### src/rtl/twoWireEepromPkg.sv
package twoWireEepromPkg;

  localparam int BYTE_W = 8;

  typedef enum logic [1:0] {
    ST_IDLE  = 2'd0,
    ST_ADDR  = 2'd1,
    ST_WDATA = 2'd2,
    ST_RDATA = 2'd3
  } busStateT;

  // strobes from control to datapath
  typedef struct packed {
    logic              loadAddr;
    logic              pushByte;
    logic              incRead;
    logic              clearBuf;
    logic              startCommit;
    logic [BYTE_W-1:0] byteVal;
  } strobeT;

endpackage

### src/rtl/twoWireEepromData.sv
module twoWireEepromData
  import twoWireEepromPkg::*;
#(
  parameter int ADDR_W    = 7,
  parameter int PAGE_W    = 2,
  parameter int WR_CYCLES = 5000
) (
  input  logic              clk,
  input  logic              rstN,
  input  strobeT            strobe,
  output logic [BYTE_W-1:0] rdByte,
  output logic              busy
);

  localparam int DEPTH = 1 << ADDR_W;
  localparam int SLOTS = 1 << PAGE_W;
  localparam int ROW_W = ADDR_W - PAGE_W;
  localparam int CNT_W = $clog2(WR_CYCLES + 1);

  logic [ADDR_W-1:0] wordAddr;
  logic [BYTE_W-1:0] memArr [DEPTH];
  logic [BYTE_W-1:0] slotData [SLOTS];
  logic              slotValid [SLOTS];
  logic [CNT_W-1:0]  busyCnt;
  logic [PAGE_W-1:0] lowIdx;
  logic [ROW_W-1:0]  rowIdx;
  logic              commitNow;
  logic              anyValid;

  assign lowIdx    = wordAddr[PAGE_W-1:0];
  assign rowIdx    = wordAddr[ADDR_W-1:PAGE_W];
  assign busy      = (busyCnt != '0);
  assign commitNow = (busyCnt == CNT_W'(1));
  assign rdByte    = memArr[wordAddr];

  always_comb begin
    anyValid = 1'b0;
    for (int s = 0; s < SLOTS; s++) anyValid = anyValid | slotValid[s];
  end

  // one row-buffer slot per low-address value
  for (genvar s = 0; s < SLOTS; s++) begin : gSlot
    logic [BYTE_W-1:0] dataQ;
    logic              validQ;
    logic              hit;
    assign hit = strobe.pushByte && (lowIdx == PAGE_W'(s));
    always_ff @(posedge clk or negedge rstN) begin
      if (!rstN) begin
        dataQ  <= '0;
        validQ <= 1'b0;
      end else begin
        if (hit) dataQ <= strobe.byteVal;
        if (commitNow) validQ <= 1'b0;
        else if (strobe.clearBuf && !busy) validQ <= 1'b0;
        else if (hit) validQ <= 1'b1;
      end
    end
    assign slotData[s]  = dataQ;
    assign slotValid[s] = validQ;
  end

  // word address: row-local advance on write, full advance on read
  always_ff @(posedge clk or negedge rstN) begin
    if (!rstN) begin
      wordAddr <= '0;
    end else if (strobe.loadAddr) begin
      wordAddr <= strobe.byteVal[ADDR_W:1];
    end else if (strobe.pushByte) begin
      wordAddr <= {rowIdx, lowIdx + PAGE_W'(1)};
    end else if (strobe.incRead) begin
      wordAddr <= wordAddr + ADDR_W'(1);
    end
  end

  // self-timed write cycle
  always_ff @(posedge clk or negedge rstN) begin
    if (!rstN) begin
      busyCnt <= '0;
    end else if (busyCnt != '0) begin
      busyCnt <= busyCnt - CNT_W'(1);
    end else if (strobe.startCommit && anyValid) begin
      busyCnt <= CNT_W'(WR_CYCLES);
    end
  end

  // storage array, written from the row buffer at cycle end
  always_ff @(posedge clk or negedge rstN) begin
    if (!rstN) begin
      for (int i = 0; i < DEPTH; i++) memArr[i] <= '0;
    end else if (commitNow) begin
      for (int s = 0; s < SLOTS; s++) begin
        if (slotValid[s]) memArr[{rowIdx, PAGE_W'(s)}] <= slotData[s];
      end
    end
  end

  // row bits are kept across a write data byte
  p_row_fixed_r4: assert property (@(posedge clk) disable iff (!rstN)
    strobe.pushByte |=> wordAddr[ADDR_W-1:PAGE_W] == $past(wordAddr[ADDR_W-1:PAGE_W]));

  // a write cycle begins only on a stop strobe
  p_busy_origin_r6: assert property (@(posedge clk) disable iff (!rstN)
    $rose(busy) |-> $past(strobe.startCommit));

  // read address wraps from the top to zero
  p_read_wrap_r8: assert property (@(posedge clk) disable iff (!rstN)
    (strobe.incRead && wordAddr == '1) |=> wordAddr == '0);

endmodule

### src/rtl/twoWireEepromCtrl.sv
module twoWireEepromCtrl
  import twoWireEepromPkg::*;
(
  input  logic              clk,
  input  logic              rstN,
  input  logic              sclIn,
  input  logic              sdaIn,
  input  logic              busy,
  input  logic [BYTE_W-1:0] rdByte,
  output strobeT            strobe,
  output logic              sdaOe
);

  localparam int SYNC_N = 2;
  localparam int CNT_W  = $clog2(BYTE_W + 1);
  localparam logic [CNT_W-1:0] ACK_SLOT = CNT_W'(BYTE_W);
  localparam logic [CNT_W-1:0] LAST_BIT = CNT_W'(BYTE_W - 1);

  logic [SYNC_N-1:0] sclSync, sdaSync;
  logic              sclPrev, sdaPrev, sclNow, sdaNow;
  logic              sclRise, sclFall, startDet, stopDet;
  busStateT          state;
  logic [CNT_W-1:0]  bitCnt;
  logic [BYTE_W-1:0] shiftReg, rxByte;

  always_ff @(posedge clk or negedge rstN) begin
    if (!rstN) begin
      sclSync <= '1;
      sdaSync <= '1;
      sclPrev <= 1'b1;
      sdaPrev <= 1'b1;
    end else begin
      sclSync <= {sclSync[SYNC_N-2:0], sclIn};
      sdaSync <= {sdaSync[SYNC_N-2:0], sdaIn};
      sclPrev <= sclSync[SYNC_N-1];
      sdaPrev <= sdaSync[SYNC_N-1];
    end
  end

  assign sclNow   = sclSync[SYNC_N-1];
  assign sdaNow   = sdaSync[SYNC_N-1];
  assign sclRise  = sclNow & ~sclPrev;
  assign sclFall  = ~sclNow & sclPrev;
  assign startDet = sclNow & sclPrev & sdaPrev & ~sdaNow;
  assign stopDet  = sclNow & sclPrev & ~sdaPrev & sdaNow;
  assign rxByte   = {shiftReg[BYTE_W-2:0], sdaNow};

  always_comb begin
    strobe         = '0;
    strobe.byteVal = rxByte;
    if (startDet) begin
      strobe.clearBuf = 1'b1;
    end else if (stopDet) begin
      strobe.startCommit = (state == ST_WDATA);
    end else if (sclRise) begin
      unique case (state)
        ST_ADDR:  strobe.loadAddr = (bitCnt == LAST_BIT) && !busy;
        ST_WDATA: strobe.pushByte = (bitCnt == LAST_BIT);
        ST_RDATA: strobe.incRead  = (bitCnt == ACK_SLOT) && !sdaNow;
        default:  ;
      endcase
    end
  end

  always_ff @(posedge clk or negedge rstN) begin
    if (!rstN) begin
      state    <= ST_IDLE;
      bitCnt   <= '0;
      shiftReg <= '0;
      sdaOe    <= 1'b0;
    end else if (startDet) begin
      state  <= ST_ADDR;
      bitCnt <= '0;
      sdaOe  <= 1'b0;
    end else if (stopDet) begin
      state  <= ST_IDLE;
      bitCnt <= '0;
      sdaOe  <= 1'b0;
    end else begin
      if (sclRise && state != ST_IDLE) begin
        if (bitCnt != ACK_SLOT) shiftReg <= rxByte;
        bitCnt <= (bitCnt == ACK_SLOT) ? '0 : bitCnt + CNT_W'(1);
        unique case (state)
          ST_ADDR: begin
            if (bitCnt == LAST_BIT && busy) state <= ST_IDLE;
            else if (bitCnt == ACK_SLOT) state <= shiftReg[0] ? ST_RDATA : ST_WDATA;
          end
          ST_RDATA: if (bitCnt == ACK_SLOT && sdaNow) state <= ST_IDLE;
          default: ;
        endcase
      end
      if (sclFall) begin
        unique case (state)
          ST_ADDR, ST_WDATA: sdaOe <= (bitCnt == ACK_SLOT);
          ST_RDATA: sdaOe <= (bitCnt != ACK_SLOT) && !rdByte[~bitCnt[2:0]];
          default:  sdaOe <= 1'b0;
        endcase
      end
    end
  end

  // the pull-down moves only after a clock fall, start or stop
  p_oe_timing_r11: assert property (@(posedge clk) disable iff (!rstN)
    (sdaOe != $past(sdaOe)) |-> $past(sclFall || startDet || stopDet));

  // silent on the bus for the whole write cycle
  p_quiet_busy_r5: assert property (@(posedge clk) disable iff (!rstN)
    busy |-> !sdaOe);

  // a start always returns to address bit 0
  p_restart_r10: assert property (@(posedge clk) disable iff (!rstN)
    startDet |=> (state == ST_ADDR) && (bitCnt == '0));

endmodule

### src/rtl/twoWireEeprom.sv
module twoWireEeprom
  import twoWireEepromPkg::*;
#(
  parameter int ADDR_W    = 7,
  parameter int PAGE_W    = 2,
  parameter int WR_CYCLES = 5000
) (
  input  logic clk,
  input  logic rstN,
  input  logic sclIn,
  input  logic sdaIn,
  output logic sdaOe
);

  strobeT            strobe;
  logic [BYTE_W-1:0] rdByte;
  logic              busy;

  twoWireEepromCtrl ctrl_i (
    .clk    (clk),
    .rstN   (rstN),
    .sclIn  (sclIn),
    .sdaIn  (sdaIn),
    .busy   (busy),
    .rdByte (rdByte),
    .strobe (strobe),
    .sdaOe  (sdaOe)
  );

  twoWireEepromData #(
    .ADDR_W    (ADDR_W),
    .PAGE_W    (PAGE_W),
    .WR_CYCLES (WR_CYCLES)
  ) data_i (
    .clk    (clk),
    .rstN   (rstN),
    .strobe (strobe),
    .rdByte (rdByte),
    .busy   (busy)
  );

endmodule

### config.mk
export PLATFORM = sky130hd
export DESIGN_NAME = twoWireEeprom
export DESIGN_NICKNAME = d
export VERILOG_FILES = /design/src/rtl/twoWireEepromPkg.sv /design/src/rtl/twoWireEepromData.sv /design/src/rtl/twoWireEepromCtrl.sv /design/src/rtl/twoWireEeprom.sv
export SDC_FILE = /design/constraint.sdc
export NUM_CORES = 2
export LEC_CHECK = 0
export BUFFER_PORTS_ARGS = -buffer_cell sky130_fd_sc_hd__buf_2
export CORE_MARGIN = 2
export CORE_UTILIZATION = 25
export DETAILED_ROUTE_END_ITERATION = 10
export SLEW_MARGIN = 20
export SYNTH_ARGS = -nofsm -noshare
export SYNTH_HDL_FRONTEND = slang
export SYNTH_SLANG_ARGS = --single-unit
### constraint.sdc
create_clock -name clk -period 3.26 [get_ports clk]
set_input_delay 0.163 -clock clk [delete_from_list [all_inputs] [get_ports clk]]
set_output_delay 0.163 -clock clk [all_outputs]
set_load 0.005 [all_outputs]
Yosys cells after proc, flatten, opt, wreduce, memory -nomap -nowiden
Index checks and enable logic that the tools add are counted.
{ "word_totals": {"in_bits": 4, "register_bits": 1100, "output_inout_bits": 1, "wordCells": 298} }
{ "classes": {"order_cmp": 10, "n_addsub": 4, "n_reduce_logical": 36, "bitwise": 22, "muxes": 66, "n_eq_ne": 13} }
{ "op_table": {"columns": ["op", "n"], "rows": [
  ["1024-bit two-way mux", 7],
  ["1024-bit bitwise mux", 4],
  ["8-bit demux with 7-bit select", 4],
  ["8-bit binary-select mux with 7-bit select", 1],
  ["8-bit two-way mux", 6],
  ["8-bit greater-or-equal comparator (second input constant)", 5],
  ["7-bit NOT with 8-bit output", 5],
  ["8-bit by 1-bit less-than comparator with 1-bit output (second input constant)", 4],
  ["13-bit two-way mux", 2],
  ["1-bit two-way mux", 23],
  ["7-bit two-way mux", 3],
  ["3-bit nonzero test", 7],
  ["1-bit logical AND", 16],
  ["4-bit two-way mux", 4],
  ["13-bit by 1-bit equality test with 1-bit output (second input constant)", 1],
  ["13-bit nonzero test", 1],
  ["13-bit by 1-bit subtractor with 13-bit output (second input constant)", 1],
  ["2-bit two-way mux", 6],
  ["3-bit two-way mux", 3],
  ["2-bit equality test (second input constant)", 4],
  ["4-bit AND reduction", 2],
  ["7-bit by 1-bit adder with 7-bit output (second input constant)", 1],
  ["1-bit bitwise AND", 7],
  ["1-bit NOT", 6],
  ["21 further kinds", 28]
]} }

Longest topological paths before layout
{ "logic_depth": {"ltp_word": 16, "depth_mapped": 13, "ltp_nobuf": 10} }

Cells and area by module
From an unflattened synthesis, not the netlist that was laid out.
{ "hier_totals": {"cells_unflattened": 3280, "area_unflattened_um2": 55559.5} }
{ "modules_own_cells": {"columns": ["module", "seq_area_each_um2", "instances", "area_each_um2", "cells_per_inst"], "rows": [
  ["twoWireEepromData", 27025.9, 1, 54492.3, 3194],
  ["twoWireEepromCtrl", 508.0, 1, 1067.3, 86]
]} }

Least setup slack after synthesis
OpenSTA, ideal clock, no wires.
{ "synth_path": {"path_type": "flip-flop to flip-flop", "start": "register ctrl_i.bitCnt[0]", "end": "register ctrl_i.sdaOe", "synth_period_minus_slack_ps": 2683, "setup_time_ps": 76, "t_arrival_ps": 2606, "t_required_ps": 3184, "slack_ps": 577, "path_stages_with_launch": 13, "cell_sequence": "dfrtp_1 clkbuf_1 inv_1 ha_1 and3b_1 clkbuf_1 nor4b_1 nand2_1 a2111oi_0 nand4b_1 a211oi_1 o32ai_1 o21ai_1"} }
{ "synth_via": {"elab_chain_cells": 9} }
{ "synth_lines": {"columns": ["element", "line_no", "text"], "rows": [
  ["start: declaration", "twoWireEepromCtrl.sv:23", "logic [CNT_W-1:0] bitCnt;"],
  ["start signal: assignment", "twoWireEepromCtrl.sv:82", "bitCnt <= (bitCnt == ACK_SLOT) ? '0 : bitCnt + CNT_W'(1);"],
  ["3-bit NOT", "twoWireEepromCtrl.sv:95", "ST_RDATA: sdaOe <= (bitCnt != ACK_SLOT) && !rdByte[~bitCnt[2:0]];"],
  ["1-bit binary-select mux with 3-bit select", "twoWireEepromCtrl.sv:95", null],
  ["1-bit two-way mux (not written as such)", "twoWireEepromCtrl.sv:95", null],
  ["1-bit logical NOT", "twoWireEepromCtrl.sv:95", null],
  ["1-bit logical AND", "twoWireEepromCtrl.sv:95", null],
  ["1-bit case mux with 2 select lines *", "twoWireEepromCtrl.sv:93", "unique case (state)"],
  ["1-bit two-way mux *", "twoWireEepromCtrl.sv:92", "if (sclFall) begin"],
  ["1-bit two-way mux *", "twoWireEepromCtrl.sv:75", "end else if (stopDet) begin"],
  ["1-bit two-way mux *", "twoWireEepromCtrl.sv:71", "end else if (startDet) begin"],
  ["end signal: assignment", "twoWireEepromCtrl.sv:94", "ST_ADDR, ST_WDATA: sdaOe <= (bitCnt == ACK_SLOT);"],
  ["end signal: assignment", "twoWireEepromCtrl.sv:95", null],
  ["end: declaration", "twoWireEepromCtrl.sv:11", "output logic sdaOe"]
]} }
Every way passes the cells marked *; elsewhere a longest branch is shown, timed or not. The select of a mux whose other input is x is not followed.
A chain may end at the register's enable or synchronous reset.

Worst setup path in the final report
{ "layout_path": {"start": "register data_i.wordAddr[0]", "end": "register ctrl_i.sdaOe"} }
{ "layout_via": {"elab_chain_cells": 12} }
{ "layout_lines": {"columns": ["element", "line_no", "text"], "rows": [
  ["start: declaration", "twoWireEepromData.sv:20", "logic [ADDR_W-1:0] wordAddr;"],
  ["start signal: assignment", "twoWireEepromData.sv:67", "wordAddr <= strobe.byteVal[ADDR_W:1];"],
  ["start signal: assignment", "twoWireEepromData.sv:69", "wordAddr <= {rowIdx, lowIdx + PAGE_W'(1)};"],
  ["start signal: assignment", "twoWireEepromData.sv:71", "wordAddr <= wordAddr + ADDR_W'(1);"],
  ["7-bit NOT with 8-bit output (not written as such)", "twoWireEepromData.sv:34", "assign rdByte = memArr[wordAddr];"],
  ["8-bit binary-select mux with 7-bit select", "twoWireEepromData.sv:34", null],
  ["8-bit two-way mux (not written as such) (2 in series)", "twoWireEepromData.sv:34", null],
  ["1-bit binary-select mux with 3-bit select", "twoWireEepromCtrl.sv:95", null],
  ["1-bit two-way mux (not written as such)", "twoWireEepromCtrl.sv:95", null],
  ["1-bit logical NOT", "twoWireEepromCtrl.sv:95", null],
  ["1-bit logical AND", "twoWireEepromCtrl.sv:95", null],
  ["1-bit case mux with 2 select lines", "twoWireEepromCtrl.sv:93", null],
  ["1-bit two-way mux", "twoWireEepromCtrl.sv:92", null],
  ["1-bit two-way mux", "twoWireEepromCtrl.sv:75", null],
  ["1-bit two-way mux", "twoWireEepromCtrl.sv:71", null]
]} }
Every way passes these cells. The select of a mux whose other input is x is not followed.

==> results by group <==
Outcome
  • Status: complete, but fails checks
  • Violated checks: negative setup slack

Setup path
  • Reg2Reg Depth: 11
  • Worst reg2reg path startpoint: data_i.wordAddr[0]
  • WP data required: 3810 ps
  • WS Path Type: register to register
  • Max FO, Critical Path: 8
  • CP Capture Type: register
  • CP Launch Point: data_i.wordAddr[0]
  • Crit path DAT: roughly 3900 ps
  • R2R Path End: ctrl_i.sdaOe
  • R2R setup slack: -40 ps
  • CP Launch Type: register

Logic synthesis
  • Net count after synthesis: ~3300
  • Synth Flop Type: dfrtp_1
  • Netlist Area Pre-Place: ~0.050 mm^2
  • Syn Inst Count: 3234
  • Synth top area share: 55.0%
  • Post-synthesis async set-or-reset flop share: 100%
  • Yosys top cell by area: dfrtp_1
  • Avg Inst Size Synth: 15.4 um^2
  • EDFF count, synth: 0
  • Synth Warn #: 0
  • Distinct cells, synth: 65
  • Top post-synthesis cells by area: dfrtp_1 55%, mux2_2 24%, mux4_2 12%
  • Synth Register Bits: 1100
  • Sequential element share of the synthesized area: 55.3%

Final layout
  • Synth-to-Final Area Change: 17.7%
  • Layout cells sized above 1: 51.8%
  • Post-route cell area: 0.0586 mm^2
  • Fill count: 19600
  • Post-layout nets: between 3000 and 4000

Pwr
  • VDD IR max: 0.000472 V
  • Sw Pwr: 7310 uW
  • Leakage Power: 0.0274 uW
  • Power Total: ~30000 uW
  • Sequential Power Share: 47.1%
  • Combinational share of power: 7.0%
  • Share of total power in the clock network: 45.9%
  • Switching share of total power: 24.3%
  • Power Density: 513 mW/mm^2
  • Pint: 22700 uW

Die
  • Die width: 450 um
  • Die area: 0.203 mm^2
  • Top Ports: 5
  • Die Span Y: 450 um
  • Rows: 163
  • Initial core utilization: 25.2%
  • Core area: 0.198 mm^2

Timing
  • Tcrit/Tclk final: 101%
  • Setup slack after layout: -44.7 ps
  • Unrepaired setup endpoints after global routing: true
  • Post-layout min period: 3300 ps
  • Final setup fails: 1
  • FMAX: 0.303 GHz
  • Slew HR: 30.1%
  • Fin. Hold Viols: 0
  • Worst Tran Pin Value: between 1000 and 1500 ps
  • Final Slew Violations: 0
  • WHS: 127 ps
  • Clk_skew: 32.7 ps

Job
  • Max Cap Violations: 0

Hold path
  • WHS Endpoint: ctrl_i.sdaSync[0]
  • Hold_sp: sdaIn
  • Hold path depth: 2
  • Hold Path Class: input port to register

Clock tree
  • Clock Latency Late Sink: 730 ps
  • Root Buffer: clkbuf_16
  • Num CTS Buffers: 118
  • CTS H-tree depth: 3
  • CTS clk-pin slew, worst paths: 60 ps
  • Clock tree buffer depth: 3
  • Clk sinks: 1100
  • CTS tree: yes

Global route
  • Largest net degree at the start of global routing: 130
  • Initial antenna violation count: 13
  • Total track usage: 16.9%
  • Grt ovf: 0
  • First-pass GRT wire length: 250000 um
  • Vias in the first global route: ~33000

Placement
  • Pre-CTS setup slack: -352 ps
  • IO Port Bufs: 4
  • Placer Congestion: 1.02
  • Final HPWL DP: approximately 110000 um
  • DP Area: between 0.05 and 0.06 mm^2

Detailed routing
  • Iteration-0 DRC Markers: between 3000 and 4000
  • DRT Wirelength: 173000 um
  • Initial DRT Pass Iterations: 9
  • Vias per inst: 5.15
  • Wire length per cell: about 28 um
  • Post-route ant nets: 0
  • Via Count: 31600
  • DR DRC count: 0
final cells by class:
type	count	area, um^2	area share [%]
Antenna cell	3	7.51	0.0128
Clock buffer	187	3670	6.26
Clock inverter	35	345	0.589
Inverter	17	63.8	0.109
Multi-Input combinational cell	1914	21300	36.3
Sequential cell	1100	27600	47.1
Tap cell	2640	3300	5.64
Timing Repair Buffer	233	2320	3.97
worst max-delay path by stage:
stage,to,slack [ps],cells past startpoint
after floorplan,ctrl_i.sdaOe,580,12
after global placement,ctrl_i.sdaOe,-450,10
after detailed placement,ctrl_i.sdaOe,-350,10
after CTS,ctrl_i.sdaOe,30,10
after global routing,ctrl_i.sdaOe,-30,9
final,ctrl_i.sdaOe,-40,11
synthesized netlist by cell type, drive strengths merged, types with 6 or more instances:
library cell,instances
nand4,15
a22oi,45
o21ai,21
nor3b,8
mux4,260
a211oi,13
ha,12
nor3,13
dfstp,6
nand2,199
a22o,16
dfrtp,1094
nand3,20
nand2b,7
inv,16
buf,79
o32ai,6
a21oi,29
nor2b,10
mux2i,28
clkbuf,124
nor2,64
nor4,12
mux2,1059
and3,8
layout by cell type (no fill, tap or decap), types with 5 or more instances in the layout:
master	n
a211oi_1	11
a21oi_1	29
a22o_1	16
a22oi_1	45
a31oi_1	5
buf_12	40
buf_4	180
bufinv_16	5
clkbuf_1	27
clkbuf_16	122
clkbuf_8	39
clkinv_2	21
dfrtp_1	1058
dfrtp_2	23
dfrtp_4	13
dfstp_2	6
dlygate4sd3_1	5
ha_1	12
inv_1	14
mux2_2	1059
mux2i_1	27
mux4_2	260
nand2_1	198
nand2b_1	7
nand3_1	20
nand4_1	15
nor2_1	64
nor2b_1	10
nor3_1	12
nor3b_1	8
nor4_1	10
o211ai_1	5
o21ai_0	20
o32ai_1	6
or3_1	5
xor2_1	5
worst max-delay path, cell delays in order (launching register included):
cell and delay [ps]:
dfrtp_4 540, buf_4 160, buf_4 150, inv_2 350
mux2i_1 140, buf_4 180, o32ai_1 680, a211oi_2 110
nand4_1 180, o41ai_4 100, o32ai_1 390, o21ai_1 140
repair_timing:
item / in CTS / in global routing
pin swaps: 0 / 0
buffers inserted: 0 / 2
gates resized for setup: 4 / 13
endpoints found under the setup margin: 1 / 129
endpoints found under the hold margin: 318 / 0
gates cloned: 0 / 1
hold buffers: 5 / 0
registers in the layout (all words and copies together) (netlist names):
signal	flops
data_i.busyCnt	13
data_i.wordAddr	7
ctrl_i.sclSync	2
ctrl_i.sdaSync	2
ctrl_i.state	2
ctrl_i.bitCnt	4
ctrl_i.sdaOe	1
data_i.gSlot.validQ	4
ctrl_i.sclPrev	1
data_i.gSlot.dataQ	32
data_i.memArr	1024
ctrl_i.shiftReg	7
ctrl_i.sdaPrev	1
per-layer routing:
layer,vias to the layer above,GRT usage (%),part of all wire (%)
li1,12400,-,-
met1,17300,22.4,41
met2,1441,26.3,46
met3,439,3.75,8.3
met4,2,7.67,5.0
met5,-,0,0.0075
per-stage QoR:
| stage | setup TNS, ps | instances | utilization, % |
|---|---|---|---|
| after floorplan | 0 | 3234 | - |
| final | -44.7 | 6129 | 29.6 |
| after CTS | 0 | 6123 | 29.6 |
| after global routing | -27.4 | 6127 | 29.6 |
| after global placement | -447 | 5896 | 27.5 |
| after detailed placement | -352 | 5896 | 27.5 |
power by group through the flow:
stage / combinational (uW) / clock (uW) / sequential, uW
floorplan: 1150 / 0 / 14200
global placement: 2020 / 0 / 14400
detailed placement: 2030 / 0 / 14400
CTS: 2040 / 14000 / 14100
global route: 2270 / 14600 / 14200
finish: 2090 / 13800 / 14100
kinds of logic (layout without fill, tap and decap cells):
| group | count (synthesis) | in the layout | share of synthesized area, % |
|---|---|---|---|
| adders and majority gates | 12 | 12 | 0.302 |
| muxes | 1347 | 1347 | 36.3 |
| buffers and inverters | 220 | 472 | 2.15 |
| AOI/OAI and AO/OA | 164 | 164 | 2.32 |
| DFF | 1100 | 1100 | 55.3 |
| xor gates and xnor gates | 8 | 8 | 0.141 |
| other | 0 | 3 | 0 |
| and+or+nand+nor | 383 | 383 | 3.51 |
Power figures use the tool's default switching activity.
